[src/rtl/ivt_pkg.sv]
package ivt_pkg;
  typedef enum logic {
    GAP_SERIAL   = 1'b0,
    GAP_PARALLEL = 1'b1
  } gap_mode_e;
endpackage

[src/rtl/ivt_lfsr.sv]
module ivt_lfsr #(
  parameter int W      = 7,
  parameter int TAP_HI = 6,
  parameter int TAP_LO = 5
) (
  input  logic         clk,
  input  logic         rst_n,
  input  logic         load,
  input  logic [W-1:0] load_val,
  input  logic         step,
  output logic [W-1:0] state,
  output logic [W-1:0] next_state
);
  // Fibonacci form: shift left, feed back XOR of two taps
  assign next_state = {state[W-2:0], state[TAP_HI] ^ state[TAP_LO]};

  always_ff @(posedge clk or negedge rst_n) begin
    if (!rst_n)    state <= '0;
    else if (load) state <= load_val;
    else if (step) state <= next_state;
  end
endmodule

[src/rtl/ivt_down_ctr.sv]
module ivt_down_ctr #(
  parameter int W = 8
) (
  input  logic         clk,
  input  logic         rst_n,
  input  logic         load,
  input  logic [W-1:0] load_val,
  input  logic         dec,
  output logic [W-1:0] count,
  output logic         is_zero
);
  assign is_zero = (count == '0);

  always_ff @(posedge clk or negedge rst_n) begin
    if (!rst_n)                  count <= '0;
    else if (load)               count <= load_val;
    else if (dec && !is_zero)    count <= count - W'(1);
  end
endmodule

[src/rtl/ivt_gap_timer.sv]
module ivt_gap_timer
  import ivt_pkg::*;
#(
  parameter int BASE_W  = 8,
  parameter int FRAME_W = 6,
  parameter int LFSR_W  = 7,
  parameter int IDX_W   = 3,
  parameter int TAP_HI  = 6,
  parameter int TAP_LO  = 5
) (
  input  logic               clk,
  input  logic               rst_n,
  input  logic               tick_1ms,
  input  logic [BASE_W-1:0]  base_time,
  input  logic [FRAME_W-1:0] frame_time,
  input  logic [LFSR_W-1:0]  seed,
  input  logic               send,
  input  logic               frame_done,
  input  logic [IDX_W-1:0]   last_idx,
  output logic               gap_done
);
  localparam int PROD_W = FRAME_W + IDX_W;

  logic [BASE_W-1:0]  base_q;
  logic [FRAME_W-1:0] frame_q;
  logic               busy_q;
  logic               gap_done_q;
  gap_mode_e          mode_q;

  logic [LFSR_W-1:0]  lfsr_q, lfsr_nxt;
  logic [BASE_W-1:0]  cnt_b;
  logic [PROD_W-1:0]  cnt_f;
  logic [LFSR_W-1:0]  cnt_r;
  logic               zb, zf, zr;
  logic               dec_b, dec_f, dec_r;
  logic               accept, all_zero;
  logic [PROD_W-1:0]  frame_prod;

  assign accept     = frame_done && !busy_q;
  assign all_zero   = zb && zf && zr;
  assign frame_prod = PROD_W'(frame_q) * PROD_W'(last_idx);

  // settings captured only on the burst start strobe
  always_ff @(posedge clk or negedge rst_n) begin
    if (!rst_n) begin
      base_q  <= '0;
      frame_q <= '0;
    end else if (send) begin
      base_q  <= base_time;
      frame_q <= frame_time;
    end
  end

  ivt_lfsr #(.W(LFSR_W), .TAP_HI(TAP_HI), .TAP_LO(TAP_LO)) u_lfsr (
    .clk        (clk),
    .rst_n      (rst_n),
    .load       (send),
    .load_val   (seed),
    .step       (accept),
    .state      (lfsr_q),
    .next_state (lfsr_nxt)
  );

  // tick steering: serial walks base, frame, random in turn;
  // parallel drains base and frame together
  always_comb begin
    dec_b = 1'b0;
    dec_f = 1'b0;
    dec_r = 1'b0;
    if (busy_q && tick_1ms) begin
      if (mode_q == GAP_PARALLEL) begin
        dec_b = !zb;
        dec_f = !zf;
        dec_r = zb && zf && !zr;
      end else begin
        dec_b = !zb;
        dec_f = zb && !zf;
        dec_r = zb && zf && !zr;
      end
    end
  end

  ivt_down_ctr #(.W(BASE_W)) u_cnt_base (
    .clk(clk), .rst_n(rst_n), .load(accept), .load_val(base_q),
    .dec(dec_b), .count(cnt_b), .is_zero(zb)
  );

  ivt_down_ctr #(.W(PROD_W)) u_cnt_frame (
    .clk(clk), .rst_n(rst_n), .load(accept), .load_val(frame_prod),
    .dec(dec_f), .count(cnt_f), .is_zero(zf)
  );

  ivt_down_ctr #(.W(LFSR_W)) u_cnt_rand (
    .clk(clk), .rst_n(rst_n), .load(accept), .load_val(lfsr_nxt),
    .dec(dec_r), .count(cnt_r), .is_zero(zr)
  );

  always_ff @(posedge clk or negedge rst_n) begin
    if (!rst_n) begin
      busy_q     <= 1'b0;
      gap_done_q <= 1'b0;
      mode_q     <= GAP_SERIAL;
    end else begin
      gap_done_q <= busy_q && all_zero;
      if (accept) begin
        busy_q <= 1'b1;
        mode_q <= (lfsr_nxt == '0) ? GAP_PARALLEL : GAP_SERIAL;
      end else if (busy_q && all_zero) begin
        busy_q <= 1'b0;
      end
    end
  end

  assign gap_done = gap_done_q;
endmodule

[config.mk]
export PLATFORM = sky130hd
export DESIGN_NAME = ivt_gap_timer
export DESIGN_NICKNAME = d
export VERILOG_FILES = /design/src/rtl/ivt_pkg.sv /design/src/rtl/ivt_lfsr.sv /design/src/rtl/ivt_down_ctr.sv /design/src/rtl/ivt_gap_timer.sv
export SDC_FILE = /design/constraint.sdc
export NUM_CORES = 1
export LEC_CHECK = 0
export BUFFER_PORTS_ARGS = -buffer_cell sky130_fd_sc_hd__buf_2
export CAP_MARGIN = 30
export CORE_MARGIN = 1
export CORE_UTILIZATION = 45
export CTS_BUF_LIST = sky130_fd_sc_hd__clkbuf_4
export DETAILED_ROUTE_END_ITERATION = 16
export HOLD_SLACK_MARGIN = 0.02
export PLACE_DENSITY = 0.76
export SLEW_MARGIN = 15
export SYNTH_ARGS = -nofsm -noshare
export SYNTH_HDL_FRONTEND = slang
export SYNTH_SLANG_ARGS = --single-unit
export TNS_END_PERCENT = 5
[constraint.sdc]
create_clock -name clk -period 3.5 [get_ports clk]
set_input_delay 0.35 -clock clk [delete_from_list [all_inputs] [get_ports clk]]
set_output_delay 0.35 -clock clk [all_outputs]
set_load 0.01 [all_outputs]
Word level (Yosys, flattened, before mapping). Cells that the tools add are included.

Register bits after elaboration: 48. Input port bits: 29.

Reduce and logical (&&, ||, !) cells: 23. Mux-type cells: 15. Bitwise logic cells: 1. Multiply operators: 1. Add/sub/neg operators: 3.

Operators with widths (count): $mux 7 (4); $mux 9 (2); $mux 8 (2); $logic_not 7->1 (2); $logic_and 1x1->1 (10); $reduce_bool 2->1 (5); $logic_not 9->1 (1); $mul 6x3->9 (1); $sub 9x1->9 const B (1); $logic_not 8->1 (1); $sub 8x1->8 const B (1); $mux 1 (7); $sub 7x1->7 const B (1); $logic_not 1->1 (4); $xor 1x1->1 (1).

Depth between registers and ports, before layout.
Word-level depth: 8. Mapped depth: 10.

Cells and area by module. Synthesis repeated with hierarchy kept, for this count alone.

Cells, all modules: 331. Area total of the unflattened synthesis: 3124.2 µm².

By module, submodules not included: ivt_gap_timer (area an instance 1116.1 µm², sequential area each 425.4 µm², cells an instance 108, instances 1); ivt_down_ctr (u_cnt_frame) (area an instance 624.3 µm², sequential area each 225.2 µm², cells an instance 75, instances 1); ivt_down_ctr (u_cnt_base) (area an instance 528.0 µm², sequential area each 200.2 µm², cells an instance 58, instances 1); ivt_down_ctr (u_cnt_rand) (area an instance 461.7 µm², sequential area each 175.2 µm², cells an instance 52, instances 1); ivt_lfsr (area an instance 394.1 µm², sequential area each 175.2 µm², cells an instance 38, instances 1).

Least setup slack after synthesis. OpenSTA, ideal clock, no wires.

Path type: register to register. From: reg frame_q[0]. To: reg u_cnt_frame.count[8]. Setup slack: 1.152 ns. Setup time: 0.120 ns. Required time: 3.380 ns. Data arrival time: 2.228 ns. Stages on the path, launching flop included: 10. Period minus slack after synthesis: 2.348 ns. Path through: dfrtp_1 -> nand2_1 -> fa_1 -> inv_1 -> ha_1 -> fa_1 -> a21o_1 -> a21oi_1 -> o21ai_0 -> and3_1.

Longest elaborated chain between the ends: 2.

RTL lines: from (decl) (RTL line ivt_gap_timer.sv:25) `logic [FRAME_W-1:0] frame_q;`; from (signal assigned) (RTL line ivt_gap_timer.sv:50) `frame_q <= frame_time;`; $mul 6x3->9 (RTL line ivt_gap_timer.sv:41) `assign frame_prod = PROD_W'(frame_q) * PROD_W'(last_idx);`; $mux 9 (RTL line ivt_down_ctr.sv:16) `else if (load) count <= load_val;`; to (signal assigned) (RTL line ivt_down_ctr.sv:16); to (signal assigned) (RTL line ivt_down_ctr.sv:17) `else if (dec && !is_zero) count <= count - W'(1);`; to (decl) (RTL line ivt_down_ctr.sv:9) `output logic [W-1:0] count,`.

Every way passes these cells. A chain may end at the register's enable or synchronous reset.

Worst setup path in the final report.
From: reg frame_q[0]. To: reg u_cnt_frame.count[6].

The elaborated chain is that of the path after synthesis.

==> impl_metrics.toml <==
[drt]
detail_route.wirelength_um = 5720
antenna_left = 0
route.detailed.vias_per_inst = 5.62
drt_drc_violations_left = 0
drt_pass1_iterations = 4
routed-via-count = 2261
detailedRoute.firstIterationViolations = 114
drt-wirelength-per-cell_um = 14.2

[timing]
final_period_minus_worst_setup_slack_ns = 2.58
finalSetupTns_ns = 0
final_hold_viol_count = 0
setup_repair_after_global_routing_missed_its_margin = "no"
finalCritPeriodShare = 0.738
worst_margin_slew_ns = 0.892
clock-skew-final_ns = 0.0193
fmax_ghz = 0.387
finalMaxSlewViolations = 0
final-setup-viol-count = 0
slew-limit-headroom = 0.404
finalHoldWorstSlack_ns = 0.171

[floorplan]
die_y_um = 81.5
dieArea_um2 = 6650
placementRows = 28
num_io_pins = 30
core_area_um2 = 6030
initial_core_util = 0.472
die_w_um = 81.5

[power]
leakage_nw = 1.47
pwr_density_cell_nw_per_um2 = 523
worst_ir_drop_vdd_v = 0.000369
total_power_w = 0.00165

[yosys]
synth.largest_area_cell = "sky130_fd_sc_hd__dfrtp_1"
yosys.cell_types.count = 46
syn-mean-instance-area_um2 = 9.65
netlist_instances = 295
synth_largest_type_area_fraction = 0.422
synth_enable_flop_cells = 0
synth_nets = 342
asyncSetResetFlopFracSynth = 1.00
yosys_most_used_dff = "sky130_fd_sc_hd__dfrtp_1"
netlist_top_cells_area = "sky130_fd_sc_hd__dfrtp_1, sky130_fd_sc_hd__mux2_2, sky130_fd_sc_hd__nand2_1, sky130_fd_sc_hd__ha_1, sky130_fd_sc_hd__fa_1"
ys_ff_latch = 48
yosysWarnings = 0
yosysSeqAreaShare = 0.422
syn-cell-area_um2 = 2850

[cts]
numCtsBuffers = 5
cts_root_buf = "sky130_fd_sc_hd__clkbuf_4"
insertion_delay_ns = 0.37
cts.sink_count = 48
max-clock-path-buffers = 2
cts.repair.resized = 0
htree_num_levels = 2
clkTransAtPathRegs_ns = 0.15
cts_tree = "done"

[setup_path]
critical_path.startpoint_type = "flip-flop"
crit_arrival_ns = 2.86
critPathMaxFanout = 4
cp.required_ns = 3.78
worst-setup-path-type = "flip-flop to flip-flop"
timing.critical_path.to_type = "flip-flop"

[cells_and_area]
fillerInstances = 574
antenna-diode-count = 0
final_non_filler_cells = 402
sequential_cell_area_um2 = 1200
design.final.nets = 373
area.growth.synth_to_final_pct = 11.0
finish.instance_area_um2 = 3160
multi_input_area_um2 = 1560
layout-drive-gt1-share = 0.202

[grt]
grt.total_usage = 0.192
initial_antenna_violation_count = 0
grt_max_degree = 36
globalRoute.totalOverflow = 0
grt_first_pass_wirelength_um = 9760
via_count_of_the_first_global_routing_pass = 2157

[place]
gpl.final_weighted_congestion = 0.775
dp_hpwl_um = 4370
place_inst = 393
port_buffers = 29
dpl-instance-area_um2 = 3090

[worst_hold_path]
hold_class = "primary input to flip-flop"

[job]
max_cap_viol = 0

[run_status]
run_status = "complete, no violations"
[placed cells by master (no fill, tap or decap), types with 2 or more instances in the layout]
master,instances
sky130_fd_sc_hd__dfrtp_1,48
sky130_fd_sc_hd__nand2_1,46
sky130_fd_sc_hd__buf_2,29
sky130_fd_sc_hd__nor2_1,18
sky130_fd_sc_hd__o21ai_0,17
sky130_fd_sc_hd__mux2_2,17
sky130_fd_sc_hd__inv_1,14
sky130_fd_sc_hd__a21oi_1,13
sky130_fd_sc_hd__ha_1,13
sky130_fd_sc_hd__a21o_1,9
sky130_fd_sc_hd__nor3_1,8
sky130_fd_sc_hd__xnor2_1,8
sky130_fd_sc_hd__and2_1,7
sky130_fd_sc_hd__nand3_1,5
sky130_fd_sc_hd__fa_1,5
sky130_fd_sc_hd__clkbuf_4,5
sky130_fd_sc_hd__nor4_1,4
sky130_fd_sc_hd__a211oi_1,4
sky130_fd_sc_hd__mux2i_1,4
sky130_fd_sc_hd__o311ai_0,4
sky130_fd_sc_hd__o211ai_1,4
sky130_fd_sc_hd__or3_1,3
sky130_fd_sc_hd__nand2b_1,3
sky130_fd_sc_hd__or4_4,2
sky130_fd_sc_hd__or4_1,2
sky130_fd_sc_hd__nor3b_1,2
sky130_fd_sc_hd__nor4b_1,2
sky130_fd_sc_hd__nand3b_1,2
sky130_fd_sc_hd__a31o_2,2
sky130_fd_sc_hd__a221o_1,2
sky130_fd_sc_hd__clkinv_2,2
sky130_fd_sc_hd__buf_4,2
[per-stage QoR]
stage                     setup slack (ns)  utilization
after floorplan                       1.15            -
after global placement               0.949        0.508
after detailed placement             0.865        0.513
final                                0.918        0.525
after CTS                            0.906        0.525
after global routing                 0.768        0.525
[power breakdown]
part | switching [W] | internal [W] | leakage [nW]
registers | 0.000130 | 0.000688 | 0.588
clock network | 0.000182 | 0.0000776 | 0.0349
logic | 0.000294 | 0.000281 | 0.847
[cell type report]
type	instances	area share
clock buffers	5	0.0119
flip-flops and latches	48	0.380
repair buffers	34	0.0637
clock inverters	3	0.00594
well taps	75	0.0297
multi-input cells	223	0.492
inverters	14	0.0166
[path summary, 6_finish.rpt]
kind                                                     to  depth (start not counted)  slack, ns              startpoint
max                        u_cnt_frame.count[6]$_DFFE_PN0P_                         10       0.92  frame_q[0]$_DFFE_PN0P_
min                             u_lfsr.state[6]$_DFFE_PN0P_                          2       0.17                 seed[6]
max reg2reg                u_cnt_frame.count[6]$_DFFE_PN0P_                         10       0.92  frame_q[0]$_DFFE_PN0P_
min reg2reg                              mode_q$_DFFE_PN0P_                          2       0.50      mode_q$_DFFE_PN0P_
max in group asynchronous            frame_q[3]$_DFFE_PN0P_                          3       2.58                   rst_n
min in group asynchronous   u_cnt_rand.count[1]$_DFFE_PN0P_                          2       0.41                   rst_n
[layer usage]
metal  share of wire  vias up  routed length, um  track usage
li1                -     1114                  -            -
met1            0.46     1100               2630        0.251
met2            0.50       39               2840        0.323
met3           0.030        8                172       0.0400
met4           0.013        0                 76       0.0464
met5               0        -                  0            0
[cell families (layout without fill, tap and decap cells)]
kind of cell / count (synthesis) / after routing / synth area share
flops: 48 / 48 / 0.422
buf+inv: 24 / 56 / 0.0316
fa+ha+maj: 18 / 18 / 0.0923
xor+xnor: 9 / 9 / 0.0277
mux: 21 / 21 / 0.0813
simple gates: 113 / 113 / 0.202
compound gates: 62 / 62 / 0.143
[worst max-delay path: stages (launching register included)]
cell and delay (ns):
sky130_fd_sc_hd__dfrtp_1 0.42, sky130_fd_sc_hd__nand2_1 0.10, sky130_fd_sc_hd__fa_1 0.54, sky130_fd_sc_hd__inv_1 0.04, sky130_fd_sc_hd__ha_1 0.22, sky130_fd_sc_hd__fa_1 0.41
sky130_fd_sc_hd__a21o_1 0.19, sky130_fd_sc_hd__a21oi_1 0.21, sky130_fd_sc_hd__xnor2_1 0.14, sky130_fd_sc_hd__nor2_1 0.07, sky130_fd_sc_hd__a21oi_1 0.16
[cells in the mapped netlist (2+ instances only)]
cell,n
sky130_fd_sc_hd__a211oi_1,4
sky130_fd_sc_hd__a21o_1,9
sky130_fd_sc_hd__a21oi_1,13
sky130_fd_sc_hd__a221o_1,2
sky130_fd_sc_hd__a31o_2,2
sky130_fd_sc_hd__and2_1,7
sky130_fd_sc_hd__clkbuf_1,10
sky130_fd_sc_hd__dfrtp_1,48
sky130_fd_sc_hd__fa_1,5
sky130_fd_sc_hd__ha_1,13
sky130_fd_sc_hd__inv_1,14
sky130_fd_sc_hd__mux2_2,17
sky130_fd_sc_hd__mux2i_1,4
sky130_fd_sc_hd__nand2_1,46
sky130_fd_sc_hd__nand2b_1,3
sky130_fd_sc_hd__nand3_1,5
sky130_fd_sc_hd__nand3b_1,2
sky130_fd_sc_hd__nor2_1,18
sky130_fd_sc_hd__nor3_1,8
sky130_fd_sc_hd__nor3b_1,2
sky130_fd_sc_hd__nor4_1,4
sky130_fd_sc_hd__nor4b_1,2
sky130_fd_sc_hd__o211ai_1,4
sky130_fd_sc_hd__o21ai_0,17
sky130_fd_sc_hd__o311ai_0,4
sky130_fd_sc_hd__or3_1,3
sky130_fd_sc_hd__or4_1,2
sky130_fd_sc_hd__or4_4,2
sky130_fd_sc_hd__xnor2_1,8
[sequential cells by signal, indices dropped and copies added (netlist names)]
register,flops
gap_done,1
busy_q,1
frame_q,6
u_lfsr.state,7
u_cnt_base.count,8
mode_q,1
base_q,8
u_cnt_frame.count,9
u_cnt_rand.count,7
[what timing repair did]
action / CTS / global route
buffers inserted: 0 / 0
hold buffers: 1 / 0
hold endpoints to repair: 13 / 0
Note: power is estimated with default switching activity, not from simulation.
